<file path="src/rtl/btu_pkg.sv">
package btu_pkg;

    typedef enum logic [1:0] {
        BK_JUMP      = 2'b00,
        BK_CALL      = 2'b01,
        BK_SWAP      = 2'b10,
        BK_CALLSWAP  = 2'b11
    } br_kind_e;

    function automatic logic kind_links(input br_kind_e k);
        return k[0];
    endfunction

    function automatic logic kind_from_reg(input br_kind_e k);
        return k[1];
    endfunction

endpackage

</file>
<file path="src/rtl/btu_pc_view.sv">
module btu_pc_view #(
    parameter int AW            = 32,
    parameter int WIDE_BYTES    = 4,
    parameter int COMPACT_BYTES = 2
) (
    input  logic [AW-1:0] pc_i,
    input  logic          state_i,
    output logic [AW-1:0] seq_pc_o,
    output logic [AW-1:0] rd_pc_o
);
    localparam logic [AW-1:0] WIDE_STEP     = AW'(WIDE_BYTES);
    localparam logic [AW-1:0] COMPACT_STEP  = AW'(COMPACT_BYTES);
    localparam logic [AW-1:0] WIDE_AHEAD    = AW'(2 * WIDE_BYTES);
    localparam logic [AW-1:0] COMPACT_AHEAD = AW'(2 * COMPACT_BYTES);

    always_comb begin
        seq_pc_o = pc_i + (state_i ? COMPACT_STEP : WIDE_STEP);
        rd_pc_o  = pc_i + (state_i ? COMPACT_AHEAD : WIDE_AHEAD);
    end
endmodule

</file>
<file path="src/rtl/btu_target.sv">
module btu_target #(
    parameter int AW            = 32,
    parameter int WIDE_BYTES    = 4,
    parameter int COMPACT_BYTES = 2
) (
    input  logic [AW-1:0] rd_pc_i,
    input  logic          state_i,
    input  logic          from_reg_i,
    input  logic [AW-1:0] imm_off_i,
    input  logic [AW-1:0] reg_tgt_i,
    output logic [AW-1:0] tgt_pc_o,
    output logic          tgt_state_o,
    output logic          misalign_o
);
    localparam logic [AW-1:0] WIDE_MASK    = ~AW'(WIDE_BYTES - 1);
    localparam logic [AW-1:0] COMPACT_MASK = ~AW'(COMPACT_BYTES - 1);
    localparam logic [AW-1:0] WIDE_LOW     = AW'(WIDE_BYTES - 1) & ~AW'(1);

    logic [AW-1:0] rel_sum;
    logic [AW-1:0] rel_pc;
    logic [AW-1:0] reg_pc;

    always_comb begin
        rel_sum = rd_pc_i + imm_off_i;
        rel_pc  = rel_sum & (state_i ? COMPACT_MASK : WIDE_MASK);
        reg_pc  = {reg_tgt_i[AW-1:1], 1'b0};
        if (from_reg_i) begin
            tgt_pc_o    = reg_pc;
            tgt_state_o = reg_tgt_i[0];
            misalign_o  = ~reg_tgt_i[0] & (|(reg_tgt_i & WIDE_LOW));
        end else begin
            tgt_pc_o    = rel_pc;
            tgt_state_o = state_i;
            misalign_o  = 1'b0;
        end
    end
endmodule

</file>
<file path="src/rtl/btu_link.sv">
module btu_link #(
    parameter int AW         = 32,
    parameter bit MARK_STATE = 1'b1
) (
    input  logic [AW-1:0] seq_pc_i,
    input  logic          state_i,
    output logic [AW-1:0] link_o
);
    generate
        if (MARK_STATE) begin : g_mark
            assign link_o = {seq_pc_i[AW-1:1], seq_pc_i[0] | state_i};
        end else begin : g_plain
            logic unused_state;
            assign unused_state = state_i;
            assign link_o = seq_pc_i;
        end
    endgenerate
endmodule

</file>
<file path="src/rtl/branch_iw_unit.sv">
module branch_iw_unit #(
    parameter int AW            = 32,
    parameter int WIDE_BYTES    = 4,
    parameter int COMPACT_BYTES = 2
) (
    input  logic          clk,
    input  logic          rst_n,
    input  logic          req_vld_i,
    input  logic [1:0]    req_kind_i,
    input  logic          cond_pass_i,
    input  logic [AW-1:0] cur_pc_i,
    input  logic          cur_state_i,
    input  logic [AW-1:0] imm_off_i,
    input  logic [AW-1:0] reg_tgt_i,
    output logic          res_vld_o,
    output logic          res_taken_o,
    output logic [AW-1:0] res_pc_o,
    output logic          res_state_o,
    output logic          lr_we_o,
    output logic [AW-1:0] lr_val_o,
    output logic          misalign_o
);
    import btu_pkg::*;

    typedef struct packed {
        logic          vld;
        logic          taken;
        logic          misalign;
        logic          state;
        logic          lr_we;
        logic [AW-1:0] pc;
        logic [AW-1:0] lr;
    } result_t;

    result_t       res_d, res_q;
    br_kind_e      kind;
    logic [AW-1:0] seq_pc, rd_pc, tgt_pc, link_val;
    logic          tgt_state, tgt_misalign;

    assign kind = br_kind_e'(req_kind_i);

    btu_pc_view #(.AW(AW), .WIDE_BYTES(WIDE_BYTES), .COMPACT_BYTES(COMPACT_BYTES)) u_view (
        .pc_i     (cur_pc_i),
        .state_i  (cur_state_i),
        .seq_pc_o (seq_pc),
        .rd_pc_o  (rd_pc)
    );

    btu_target #(.AW(AW), .WIDE_BYTES(WIDE_BYTES), .COMPACT_BYTES(COMPACT_BYTES)) u_tgt (
        .rd_pc_i     (rd_pc),
        .state_i     (cur_state_i),
        .from_reg_i  (kind_from_reg(kind)),
        .imm_off_i   (imm_off_i),
        .reg_tgt_i   (reg_tgt_i),
        .tgt_pc_o    (tgt_pc),
        .tgt_state_o (tgt_state),
        .misalign_o  (tgt_misalign)
    );

    btu_link #(.AW(AW), .MARK_STATE(1'b1)) u_link (
        .seq_pc_i (seq_pc),
        .state_i  (cur_state_i),
        .link_o   (link_val)
    );

    always_comb begin
        logic bad_d, go_d;
        res_d = '0;
        bad_d = cond_pass_i & tgt_misalign;
        go_d  = cond_pass_i & ~tgt_misalign;
        if (req_vld_i) begin
            res_d.vld      = 1'b1;
            res_d.misalign = bad_d;
            res_d.taken    = go_d;
            res_d.pc       = go_d ? tgt_pc : seq_pc;
            res_d.state    = go_d ? tgt_state : cur_state_i;
            res_d.lr_we    = go_d & kind_links(kind);
            res_d.lr       = (go_d & kind_links(kind)) ? link_val : '0;
        end
    end

    always_ff @(posedge clk or negedge rst_n) begin
        if (!rst_n) res_q <= '0;
        else        res_q <= res_d;
    end

    assign res_vld_o   = res_q.vld;
    assign res_taken_o = res_q.taken;
    assign res_pc_o    = res_q.pc;
    assign res_state_o = res_q.state;
    assign lr_we_o     = res_q.lr_we;
    assign lr_val_o    = res_q.lr;
    assign misalign_o  = res_q.misalign;
endmodule

</file>
<file path="config.mk">
export PLATFORM = sky130hd
export DESIGN_NAME = branch_iw_unit
export DESIGN_NICKNAME = d
export VERILOG_FILES = /design/src/rtl/btu_pkg.sv /design/src/rtl/btu_pc_view.sv /design/src/rtl/btu_target.sv /design/src/rtl/btu_link.sv /design/src/rtl/branch_iw_unit.sv
export SDC_FILE = /design/constraint.sdc
export NUM_CORES = 1
export LEC_CHECK = 0
export BUFFER_PORTS_ARGS = -buffer_cell sky130_fd_sc_hd__buf_2
export CAP_MARGIN = 5
export CELL_PAD_IN_SITES_DETAIL_PLACEMENT = 1
export CELL_PAD_IN_SITES_GLOBAL_PLACEMENT = 2
export CORE_MARGIN = 2
export CORE_UTILIZATION = 27
export DETAILED_ROUTE_END_ITERATION = 12
export GPL_TIMING_DRIVEN = 1
export PLACE_DENSITY_LB_ADDON = 0.1
export SLEW_MARGIN = 40
export SYNTH_ARGS = -nofsm -noshare
export SYNTH_HDL_FRONTEND = slang
export SYNTH_SLANG_ARGS = --single-unit
</file>
<file path="constraint.sdc">
create_clock -name clk -period 0.8 [get_ports clk]
set_input_delay 0.12 -clock clk [delete_from_list [all_inputs] [get_ports clk]]
set_output_delay 0.12 -clock clk [all_outputs]
set_load 0.1 [all_outputs]
</file>
Word level (Yosys, flattened, before mapping):

Index checks and enable logic that the tools add are counted.

* $add $sub $neg: 3
* $mul: 0
* divide/modulo/power cells: 0
* $lt $le $gt $ge: 0
* eq/ne operators: 0
* shift operators: 0
* mux-type cells: 10
* bitwise gates (word level): 8
* reductions and logical operators: 0

Operators by type and width (number)
* $add A32 B32 Y32: 3
* $mux W32: 3
* $mux W69: 1
* $and A32 B32 Y32: 1
* $and A1 B1 Y1: 4
* $mux W4: 1
* $mux W1: 3
* $mux W3: 1
* $mux W2: 1
* $not A1 Y1: 2
* $or A1 B1 Y1: 1

* register bits: 69
* latch bits: 0
* RAM bits: 0
* bits in read-only memories: 0
* input port bits: 103
* memories kept: 0

Longest topological paths before layout:

Gate-level depths: netlist of run 1.

* depth in word-level cells: 8
* mapped depth: 11
* mapped depth without buffers: 11

Hierarchy:

From an unflattened synthesis of run 1, not the netlist that was laid out.

* cell total of the unflattened synthesis: 782
* area, all modules: 6297.3 sq um

By module, submodules not included
* branch_iw_unit: times used 1, cells an instance 219, area an instance 2653.8 sq um
* btu_target: times used 1, cells an instance 340, area an instance 2119.5 sq um
* btu_pc_view: times used 1, cells an instance 191, area an instance 1285.0 sq um
* btu_link: times used 1, cells an instance 32, area an instance 239.0 sq um

Least setup slack after synthesis of run 1:

OpenSTA, ideal clock, no wires.

* path type: in2reg
* from: input cur_pc_i[2]
* to: register res_q, in the netlist res_pc_o[25]
* library setup time: 0.078 ns
* arrival: 2.716 ns
* required time: 0.722 ns
* path slack: -1.993 ns
* stages on the path: 11
* path buffers: 0
* cell sequence: inv_1 > fa_1 > inv_1 > fa_1 > a211oi_1 > o211ai_1 > a221o_1 > a2bb2oi_2 > o22ai_1 > a211o_1 > a21oi_1

RTL lines
* start: declaration: line branch_iw_unit.sv:11 `input logic [AW-1:0] cur_pc_i,`
* end signal: assignment: line branch_iw_unit.sv:84 `else res_q <= res_d;`
* end: declaration: line branch_iw_unit.sv:35 `result_t res_d, res_q;`

==> run_results.csv, run 1 <==
group,metric,value,unit
run_status,outcome,"finished with violations",
setup_path,worstPathMaxFanout,3,
drt,wl_per_cell,19.9,um
hold_path,hold_class,"primary input to register",
timing,period_needed,2.57,ns
place,dpl-instance-area,9320,um2
setup_path,crit_arrival,2.79,ns
timing,finalSetupViolCount,129,
global_routing,grt_pass1_wl,37600,um
timing,rsz0062_at_grt,"true",
floorplanning,row_count,51,
final_layout,nets,1153,
power,pwr_density_cell,1480,nW/um2
setup_path,timing_worst_setup_path_type,"primary input to register",
clock_tree,cts_root_buf,"clkbuf_16",
hold_path,hp-start,"reg_tgt_i[12]",
timing,tns,-88.33,ns
drt,drt-vias-per-instance,4.90,
synth,synth_top_area_cell,"dfrtp_1",
synth,synth_nets,759,
synth,synth_common_cells,"69 x dfrtp_1, 60 x ha_1, 53 x nand2_1, 45 x nor2_1, 43 x a21oi_1",
floorplanning,die_h,144,um
setup_path,critPathCaptureType,"register",
power,leakagePower,4.94,nW
synth,synthDominantCellAreaShare,32.5,%
synth,synth_top_family_by_area,"simple AND/OR/NAND/NOR gates",
place,hpwl,19900,um
final_layout,fillers,2202,
place,pre_cts_slack,-2.27,ns
synth,yosysSeqAreaShare,32.5,%
timing,tightest_slew,0.572,ns
synth,yosysMostFrequentCell,"dfrtp_1",
clock_tree,numCtsBuffers,9,
synth,synthAdderAreaFrac,15.6,%
run_status,violations,"negative setup slack",
synth,netlist_area,5320,um2
power,peakVddDrop,847,uV
place,gp_congestion,0.893,
hold_path,min_path_cells,3,
job,timing.max_cap.violations,0,
global_routing,grt_use_total,23.9,%
drt,vias,6160,
global_routing,antenna_found_initial,1,
synth,synthFlopType,"dfrtp_1",
timing,fmaxAchievable,0.389,GHz
global_routing,first_global_vias,6883,
timing,final_hold_viol_count,0,
drt,ant_nets,0,
final_layout,drive_gt1_share,62.6,%
final_layout,multiInputGateArea,4270,um2
final_layout,area_delta_synth_final,101,%
drt,drtPass1Iterations,4,
clock_tree,htree_levels,3,
timing,layout_worst_path_cycle_share,322,%
drt,routed_wl,25000,um
synth,synthSimpleGateAreaFrac,21.7,%
floorplanning,dieArea,20800,um2
final_layout,fin_cells,1256,
global_routing,grt_max_degree,24,
floorplanning,io_pins,172,
global_routing,use_met2,41.2,%
synth,synth_area_leaders,"dfrtp_1 32%, ha_1 14%, xnor2_1 4.8%",
global_routing,met1_usage,31.3,%
synth,postSynthCellCount,592,
synth,synth-async-reset-ratio,100,%
floorplanning,die_w,144,um
hold_path,hold_end,"res_pc_o[12]",
synth,syn_area_per_cell,8.98,um2
floorplanning,core_area,19400,um2
place,port_buffers,171,
synth,synth_mux_area_share,1.18,%
synth,synth_edf_count,0,
global_routing,busiest_layer,"met2",
synth,synth-compound-area-share,18.0,%
final_layout,seq_area,1810,um2
synth,yosys.area_share.xor_xnor,8.24,%
drt,drc,0,
synth,yosysUniqueCellTypes,57,
synth,ys_warn_count,0,
timing,max-slew-margin-rel,61.6,%
clock_tree,numClockSinks,69,
global_routing,met3_usage,2.81,%
clock_tree,cts_tree,"built",
setup_path,required,1.02,ns
place,dp.cells,1213,
synth,synth-seq-cells,69,
floorplanning,start_util,27.4,%
clock_tree,cts_buffer_depth,2,
power,power,0.0158,W
global_routing,grt_remaining_overflow,0,
timing,layout_setup_ws,-1.77,ns
drt,drt_iter0_drc,220,
timing,drv_slew,0,
final_layout,stdcell_area,10700,um2
clock_tree,path_clk_slew,0.06,ns
setup_path,worstSetupStartpointType,"primary input",
-- critical path, cell delays in order --
cell	delay, ns
buf_8	0.08
inv_8	0.03
fa_1	0.54
inv_2	0.05
fa_2	0.36
a211oi_2	0.25
o211ai_1	0.16
a221o_1	0.40
a2bb2oi_4	0.29
buf_12	0.15
o21ai_4	0.06
mux2i_1	0.20
a21oi_1	0.09
-- layer usage --
layer	wire length, um	part of all wire [%]
met4	486	1.9
met3	1270	5.1
met5	0	0
met2	12400	50
met1	10800	43
-- power breakdown --
group          internal (W)  switching, W  leakage, nW
clock network       0.00217       0.00164        0.126
logic               0.00362       0.00442         3.99
registers           0.00373      0.000203        0.817
total               0.00952       0.00626         4.94
-- logic make-up after synthesis --
family                   after synthesis
AO/OA/AOI/OAI                        144
XOR/XNOR                              50
adder cells (fa/ha/maj)               64
buffers and inverters                 39
flip-flops                            69
multiplexers                           6
AND/OR/NAND/NOR                      220
-- final cells by class --
| type | count | area share (%) |
|---|---|---|
| Sequential cell | 69 | 17.0 |
| Antenna cell | 1 | 0.0234 |
| Multi-Input combinational cell | 484 | 40.0 |
| Tap cell | 265 | 3.11 |
| Inverter | 18 | 0.938 |
| Clock inverter | 2 | 0.117 |
| Timing Repair Buffer | 404 | 36.5 |
| Clock buffer | 13 | 2.34 |
-- sequential cells by signal, indices dropped and copies added (netlist names) --
| signal | flops |
|---|---|
| res_state_o | 1 |
| lr_we_o | 1 |
| misalign_o | 1 |
| res_vld_o | 1 |
| res_taken_o | 1 |
| res_pc_o | 32 |
| lr_val_o | 32 |
-- through the flow --
stage | hold slack [ns] | utilization, %
global placement | -0.0222 | 48.0
detailed placement | -0.0207 | 48.0
finish | 0.0899 | 55.0
global route | 0.119 | 55.0
floorplan | -0.176 | -
CTS | 0.0784 | 52.7
-- worst max path at each step --
| stage | from | to | depth (start not counted) |
|---|---|---|---|
| 6_report | imm_off_i[2] | res_pc_o[29] | 13 |
| 5_1_grt | imm_off_i[2] | res_pc_o[21] | 13 |
| 4_1_cts | imm_off_i[2] | res_pc_o[25] | 12 |
| 3_5_place_dp | cur_state_i | res_pc_o[23] | 12 |
| 3_3_place_gp | cur_state_i | res_pc_o[25] | 12 |
| 2_1_floorplan | imm_off_i[2] | res_pc_o[30] | 11 |
-- repair_timing --
action / in CTS / in global routing
setup buffers: 16 / 11
resized for setup: 110 / 68
endpoints found under the hold margin: 69 / 0
pin swaps: 59 / 46
setup endpoints to repair: 132 / 133
cloned: 0 / 1
hold buffers: 1 / 0
-- placed cells by master (no fill, tap or decap), drive strengths merged, types with 20 or more instances in the layout --
master,synthesis,routed
ha,60,60
and2,22,22
nor3,21,21
xor2,21,21
and3,26,26
nor2,46,46
nand3,20,20
buf,2,402
a21oi,43,43
dfrtp,69,69
xnor2,29,29
o21ai,28,28
nand2,53,53
(Power assumes the default switching activity.)
==> run 2: changes to the inputs <==
--- a/config.mk
+++ b/config.mk
@@ -9,7 +9,6 @@
 export CAP_MARGIN = 5
 export CELL_PAD_IN_SITES_DETAIL_PLACEMENT = 1
 export CELL_PAD_IN_SITES_GLOBAL_PLACEMENT = 2
-export CORE_MARGIN = 2
 export CORE_UTILIZATION = 27
 export DETAILED_ROUTE_END_ITERATION = 12
 export GPL_TIMING_DRIVEN = 1
==> run 2 against run 1 <==
The flow still finishes with violations (negative setup slack). Clock power rose by 13%. Global-route usage up 2.3 points. Critical path depth fell by 1. Via count up 1.1%. First-iteration DRC count is 7.3% higher. Critical path type unchanged. Largest power group unchanged.
==> run_results.csv, run 2 (synthesized netlist as in run 1, its figures left out) <==
group,metric,value,unit
run_status,outcome,"finished with violations",
run_status,violations,"negative setup slack",
drt,wl_per_cell,21.0,um
timing,worst_hold_slack,0.0737,ns
timing,period_needed,2.54,ns
final_layout,seq_area,1810,um2
clock_tree,htree_levels,3,
job,timing.max_cap.violations,0,
floorplanning,io_pins,172,
global_routing,first_global_vias,7039,
place,dp.cells,1212,
setup_path,endpoint,"res_pc_o[25]",
setup_path,timing_worst_setup_path_type,"primary input to register",
final_layout,drive_gt1_share,63.9,%
floorplanning,core_area,19000,um2
global_routing,antenna_found_initial,0,
setup_path,crit_path_start,"imm_off_i[2]",
timing,max-slew-margin-rel,62.7,%
setup_path,required,1.07,ns
drt,routed_wl,26400,um
floorplanning,row_count,50,
final_layout,diodes,0,
setup_path,crit_slowest_cell,"fa_1",
timing,layout_worst_path_cycle_share,317,%
floorplanning,dieArea,20300,um2
clock_tree,cts_root_buf,"clkbuf_16",
floorplanning,die_h,142,um
place,port_buffers,171,
place,gp_congestion,0.860,
clock_tree,path_clk_slew,0.06,ns
power,leakagePower,5.07,nW
drt,vias,6225,
timing,rsz0062_at_grt,"true",
timing,drv_slew,0,
setup_path,worstPathMaxFanout,4,
power,pwr_density_cell,1510,nW/um2
final_layout,final_cell_mix,"192 x buf_4, 97 x buf_2, 76 x buf_12",
hold_path,hold_class,"primary input to register",
hold_path,min_path_cells,3,
place,hpwl,20600,um
final_layout,fin_cells,1254,
setup_path,worstSetupStartpointType,"primary input",
global_routing,grt_remaining_overflow,0,
clock_tree,cts_buffer_depth,2,
timing,fmaxAchievable,0.394,GHz
final_layout,nets,1156,
global_routing,grt_max_degree,38,
timing,finalSetupViolCount,129,
final_layout,final_common_cell,"buf_4",
timing,layout_setup_ws,-1.74,ns
floorplanning,start_util,27.9,%
clock_tree,numClockSinks,69,
setup_path,crit_chain,"buf_8 > inv_8 > fa_1 > inv_2 > fa_2 > a211oi_4 > o211ai_1 > a221o_2 > a2bb2oi_4 > o22ai_2 > a211o_1 > a21oi_1",
clock_tree,cts_tree,"built",
global_routing,grt_pass1_wl,39800,um
timing,final_hold_viol_count,0,
power,peakVddDrop,1020,uV
drt,ant_nets,0,
setup_path,slowest_delay,0.54,ns
clock_tree,numCtsBuffers,9,
final_layout,fillers,2070,
global_routing,grt_use_total,26.2,%
timing,tns,-90.43,ns
drt,drt-vias-per-instance,4.96,
final_layout,area_delta_synth_final,104,%
drt,drc,0,
setup_path,critPathCaptureType,"register",
setup_path,crit_arrival,2.81,ns
final_layout,multiInputGateArea,4380,um2
drt,drtPass1Iterations,4,
drt,drt_iter0_drc,236,
floorplanning,die_w,142,um
timing,tightest_slew,0.556,ns
[run 2: changes by cell type in the layout (fill, tap and decap cells not counted), moves of 3 or more]
cell and delta:
nor3_2 -4, nor3_4 +4, xor2_1 -4, xor2_2 +4
buf_4 -3, nand2_4 +3, nor2_2 +3, xnor2_1 -3
xnor2_4 +3
[run 2: layout make-up]
class | count | area share (%)
clock buffers | 11 | 2.24
clock inverters | 5 | 0.542
inverters | 18 | 0.877
multi-input cells | 484 | 40.4
flip-flops and latches | 69 | 16.7
well taps | 260 | 3.00
repair buffers | 407 | 36.3
[run 2: how the worst min path moves through the flow]
stage / start / end / slack (ns)
2_1_floorplan: rst_n / lr_val_o[0] / -0.18
3_3_place_gp: rst_n / lr_val_o[0] / 0.14
3_5_place_dp: rst_n / res_pc_o[0] / 0.15
4_1_cts: reg_tgt_i[12] / res_pc_o[12] / 0.08
5_1_grt: reg_tgt_i[12] / res_pc_o[12] / 0.11
6_report: reg_tgt_i[8] / res_pc_o[8] / 0.07
[run 2: worst max-delay path, delay by kind of cell]
kind	cells	cell delay, ns
adders and majority gates	2	0.92
AOI/OAI and AO/OA	7	1.61
buffers and inverters	3	0.16
[run 2: power by group]
group / internal [W] / leakage, nW / switching (W)
sequential: 0.00373 / 0.817 / 0.000205
clock: 0.00251 / 0.142 / 0.00178
combinational: 0.00369 / 4.11 / 0.00450
total: 0.00993 / 5.07 / 0.00648
[run 2: routing by layer]
metal  wire length, um  vias up  track usage [%]  share of wire, %
li1                  -     2940                -                 -
met1             11600     3084             34.3                44
met2             13200      166             44.7                50
met3              1040       35             3.13               3.9
met4               546        0             8.55               2.1
met5                 0        -                0                 0
[run 2: timing repair]
action	in CTS	in global routing
hold buffers	2	0
gates resized for setup	101	98
setup endpoints to repair	131	132
endpoints found under the hold margin	70	0
pin swaps	62	82
cloned	0	0
buffers inserted	16	22
[run 2: per-stage QoR]
stage	setup WS (ns)	total power (W)	instance area, um2	util, %
3_5_place_dp	-2.21	0.0114	9360	49.2
3_3_place_gp	-2.18	0.0112	9360	49.2
4_1_cts	-1.81	0.0160	10300	54.1
5_1_grt	-1.86	0.0171	10800	57.0
2_1_floorplan	-1.71	0.00770	5640	-
6_report	-1.74	0.0164	10800	57.0
==> run 3: changes to the inputs <==
--- a/config.mk
+++ b/config.mk
@@ -6,14 +6,15 @@
 export NUM_CORES = 1
 export LEC_CHECK = 0
 export BUFFER_PORTS_ARGS = -buffer_cell sky130_fd_sc_hd__buf_2
-export CAP_MARGIN = 5
+export CAP_MARGIN = 10
 export CELL_PAD_IN_SITES_DETAIL_PLACEMENT = 1
 export CELL_PAD_IN_SITES_GLOBAL_PLACEMENT = 2
-export CORE_UTILIZATION = 27
+export CORE_UTILIZATION = 28
 export DETAILED_ROUTE_END_ITERATION = 12
 export GPL_TIMING_DRIVEN = 1
 export PLACE_DENSITY_LB_ADDON = 0.1
 export SLEW_MARGIN = 40
 export SYNTH_ARGS = -nofsm -noshare
 export SYNTH_HDL_FRONTEND = slang
+export SYNTH_HIERARCHICAL = 1
 export SYNTH_SLANG_ARGS = --single-unit
==> run 3 against run 2 <==
The flow finishes with violations (design-rule violations, negative setup slack). Worst setup slack lost 0.65 ns. Largest power group unchanged. Cell count grew 15%. Maximum frequency shrank 20%. Highest routed layer unchanged.
==> run_results.csv, run 3 <==
group,metric,value,unit
run_status,outcome,"finished with violations",
run_status,violations,"design-rule violations, negative setup slack",
job,timing.max_cap.violations,0,
place,hpwl,22300,um
floorplanning,dieArea,23100,um2
clock_tree,cts_buffer_depth,2,
power,pwr_density_cell,1380,nW/um2
place,dp.cells,1384,
floorplanning,start_util,28.7,%
drt,vias,6916,
synth,yosysMostFrequentCell,"nand2_1",
clock_tree,cts_tree,"built",
final_layout,drive_gt1_share,67.1,%
drt,drc,32,
synth,ys_warn_count,6,
final_layout,fillers,2384,
setup_path,crit_chain,"buf_8 > ha_4 > fa_2 > inv_2 > or4_4 > buf_12 > nor3_4 > xnor2_2 > ha_1 > a21oi_2 > buf_4 > o21ai_2 > nor4_2 > o21ai_1 > a31o_1 > a21o_1 > xnor2_1 > o21ai_1 > nand2_1 > mux2i_1",
drt,wl_per_cell,19.4,um
synth,synth_edf_count,0,
setup_path,slowest_delay,0.53,ns
timing,fmaxAchievable,0.313,GHz
timing,final_hold_viol_count,0,
synth,synth_area_leaders,"dfrtp_1 27%, nand2_1 9.5%, xnor2_1 7.1%",
power,leakagePower,5.61,nW
synth,synth_mux_area_share,6.14,%
global_routing,grt_use_total,23.4,%
setup_path,cpMostUsedCell,"o21ai_1",
drt,ant_nets,0,
power,peakVddDrop,910,uV
clock_tree,numClockSinks,69,
final_layout,area_delta_synth_final,98.4,%
synth,yosys.area_share.xor_xnor,11.5,%
global_routing,first_global_vias,7524,
setup_path,crit_arrival,3.44,ns
floorplanning,die_w,152,um
timing,period_needed,3.19,ns
floorplanning,core_area,22000,um2
drt,drtPass1Iterations,8,
synth,synth-seq-cells,69,
floorplanning,row_count,54,
synth,syn_area_per_cell,8.05,um2
timing,rsz0062_at_grt,"true",
drt,drt-vias-per-instance,4.81,
global_routing,grt_pass1_wl,41700,um
floorplanning,io_pins,172,
floorplanning,die_h,152,um
timing,drv_slew,0,
setup_path,worstSetupStartpointType,"primary input",
timing,finalSetupViolCount,132,
setup_path,critPathCaptureType,"register",
synth,synth_nets,922,
global_routing,met3_usage,2.77,%
final_layout,final_common_cell,"buf_4",
global_routing,antenna_found_initial,3,
drt,drt_iter0_drc,216,
clock_tree,cts_root_buf,"clkbuf_16",
synth,synthDominantCellAreaShare,27.4,%
synth,synth_common_cells,"160 x nand2_1, 69 x dfrtp_1, 51 x xnor2_1, 40 x a21oi_1, 40 x o21ai_1",
timing,layout_worst_path_cycle_share,399,%
synth,synth_top_family_by_area,"simple AND/OR/NAND/NOR gates",
synth,netlist_area,6300,um2
setup_path,worstPathMaxFanout,4,
final_layout,fin_cells,1438,
final_layout,post-route-util,56.9,%
setup_path,required,1.05,ns
clock_tree,htree_levels,3,
place,port_buffers,171,
drt,routed_wl,27900,um
synth,synth-compound-area-share,12.5,%
global_routing,grt_remaining_overflow,0,
clock_tree,numCtsBuffers,9,
synth,synthSimpleGateAreaFrac,25.7,%
timing,layout_setup_ws,-2.39,ns
global_routing,busiest_layer,"met2",
synth,synth-async-reset-ratio,100,%
synth,yosysSeqAreaShare,27.4,%
setup_path,cpLargestDelayFamily,"simple AND/OR/NAND/NOR gates",
final_layout,final_cell_mix,"236 x buf_4, 126 x nand2_1, 92 x buf_2",
synth,synth_top_area_cell,"dfrtp_1",
final_layout,nets,1290,
synth,yosysUniqueCellTypes,62,
hold_path,hold_class,"primary input to register",
global_routing,use_met2,38.6,%
clock_tree,path_clk_slew,0.06,ns
setup_path,timing_worst_setup_path_type,"primary input to register",
setup_path,crit_buf_inv,4,
global_routing,met1_usage,32.5,%
place,gp_congestion,0.895,
global_routing,grt_max_degree,70,
synth,synthFlopType,"dfrtp_1",
synth,synthAdderAreaFrac,7.71,%
synth,postSynthCellCount,782,
setup_path,crit_slowest_cell,"or4_4",
## run 3: path summary, 6_finish.rpt
kind,start,to,cells past startpoint
worst max-delay path,cur_state_i,res_pc_o[29],20
worst min-delay path,cond_pass_i,misalign_o,2
max in group asynchronous,rst_n,lr_val_o[31],3
min in group asynchronous,rst_n,lr_val_o[5],2
## run 3: per-stage QoR
stage / worst slack (ns) / hold slack, ns / total power [W] / area (um2) / TNS (ns)
after floorplan: -2.28 / -0.176 / 0.00822 / 6870 / -75.28
after global placement: -2.90 / -0.0570 / 0.0115 / 10300 / -106.90
after detailed placement: -2.95 / -0.0528 / 0.0116 / 10300 / -109.16
after CTS: -2.34 / 0.0885 / 0.0167 / 11700 / -93.34
after global routing: -2.60 / 0.110 / 0.0180 / 12500 / -101.30
final: -2.39 / 0.0937 / 0.0172 / 12500 / -93.81
## run 3: final cells by class
type	instances	area (um2)	share of cell area, %
inverters	12	58.8	0.471
well taps	280	350	2.80
diodes	3	7.51	0.0601
clock buffers	11	253	2.02
clock inverters	5	82.6	0.661
flip-flops and latches	69	1810	14.5
repair buffers	441	4230	33.8
multi-input cells	617	5700	45.6
## run 3: where the power goes
part	internal [W]	switching (W)
sequential	0.00375	0.000197
combinational	0.00399	0.00501
clock	0.00290	0.00141
## run 3: kinds of logic after synthesis
logic type / after synthesis
other: 1
DFF: 69
and+or+nand+nor: 329
adders and majority gates: 37
muxes: 38
AOI/OAI and AO/OA: 129
xor gates and xnor gates: 83
buffers and inverters: 96
## run 3: repair_timing
item / in CTS / in global routing
setup endpoints to repair: 135 / 133
gates resized for setup: 186 / 97
pin swaps: 65 / 45
hold endpoints to repair: 69 / 0
hold buffers: 1 / 0
gates cloned: 0 / 2
setup buffers: 17 / 25
## run 3: per-layer routing
| metal | wire [um] | share of wire (%) | vias up |
|---|---|---|---|
| met2 | 13400 | 48 | 154 |
| met5 | 0 | 0 | - |
| met4 | 412 | 1.5 | 0 |
| met3 | 925 | 3.3 | 24 |
| li1 | - | - | 3368 |
| met1 | 13100 | 47 | 3370 |
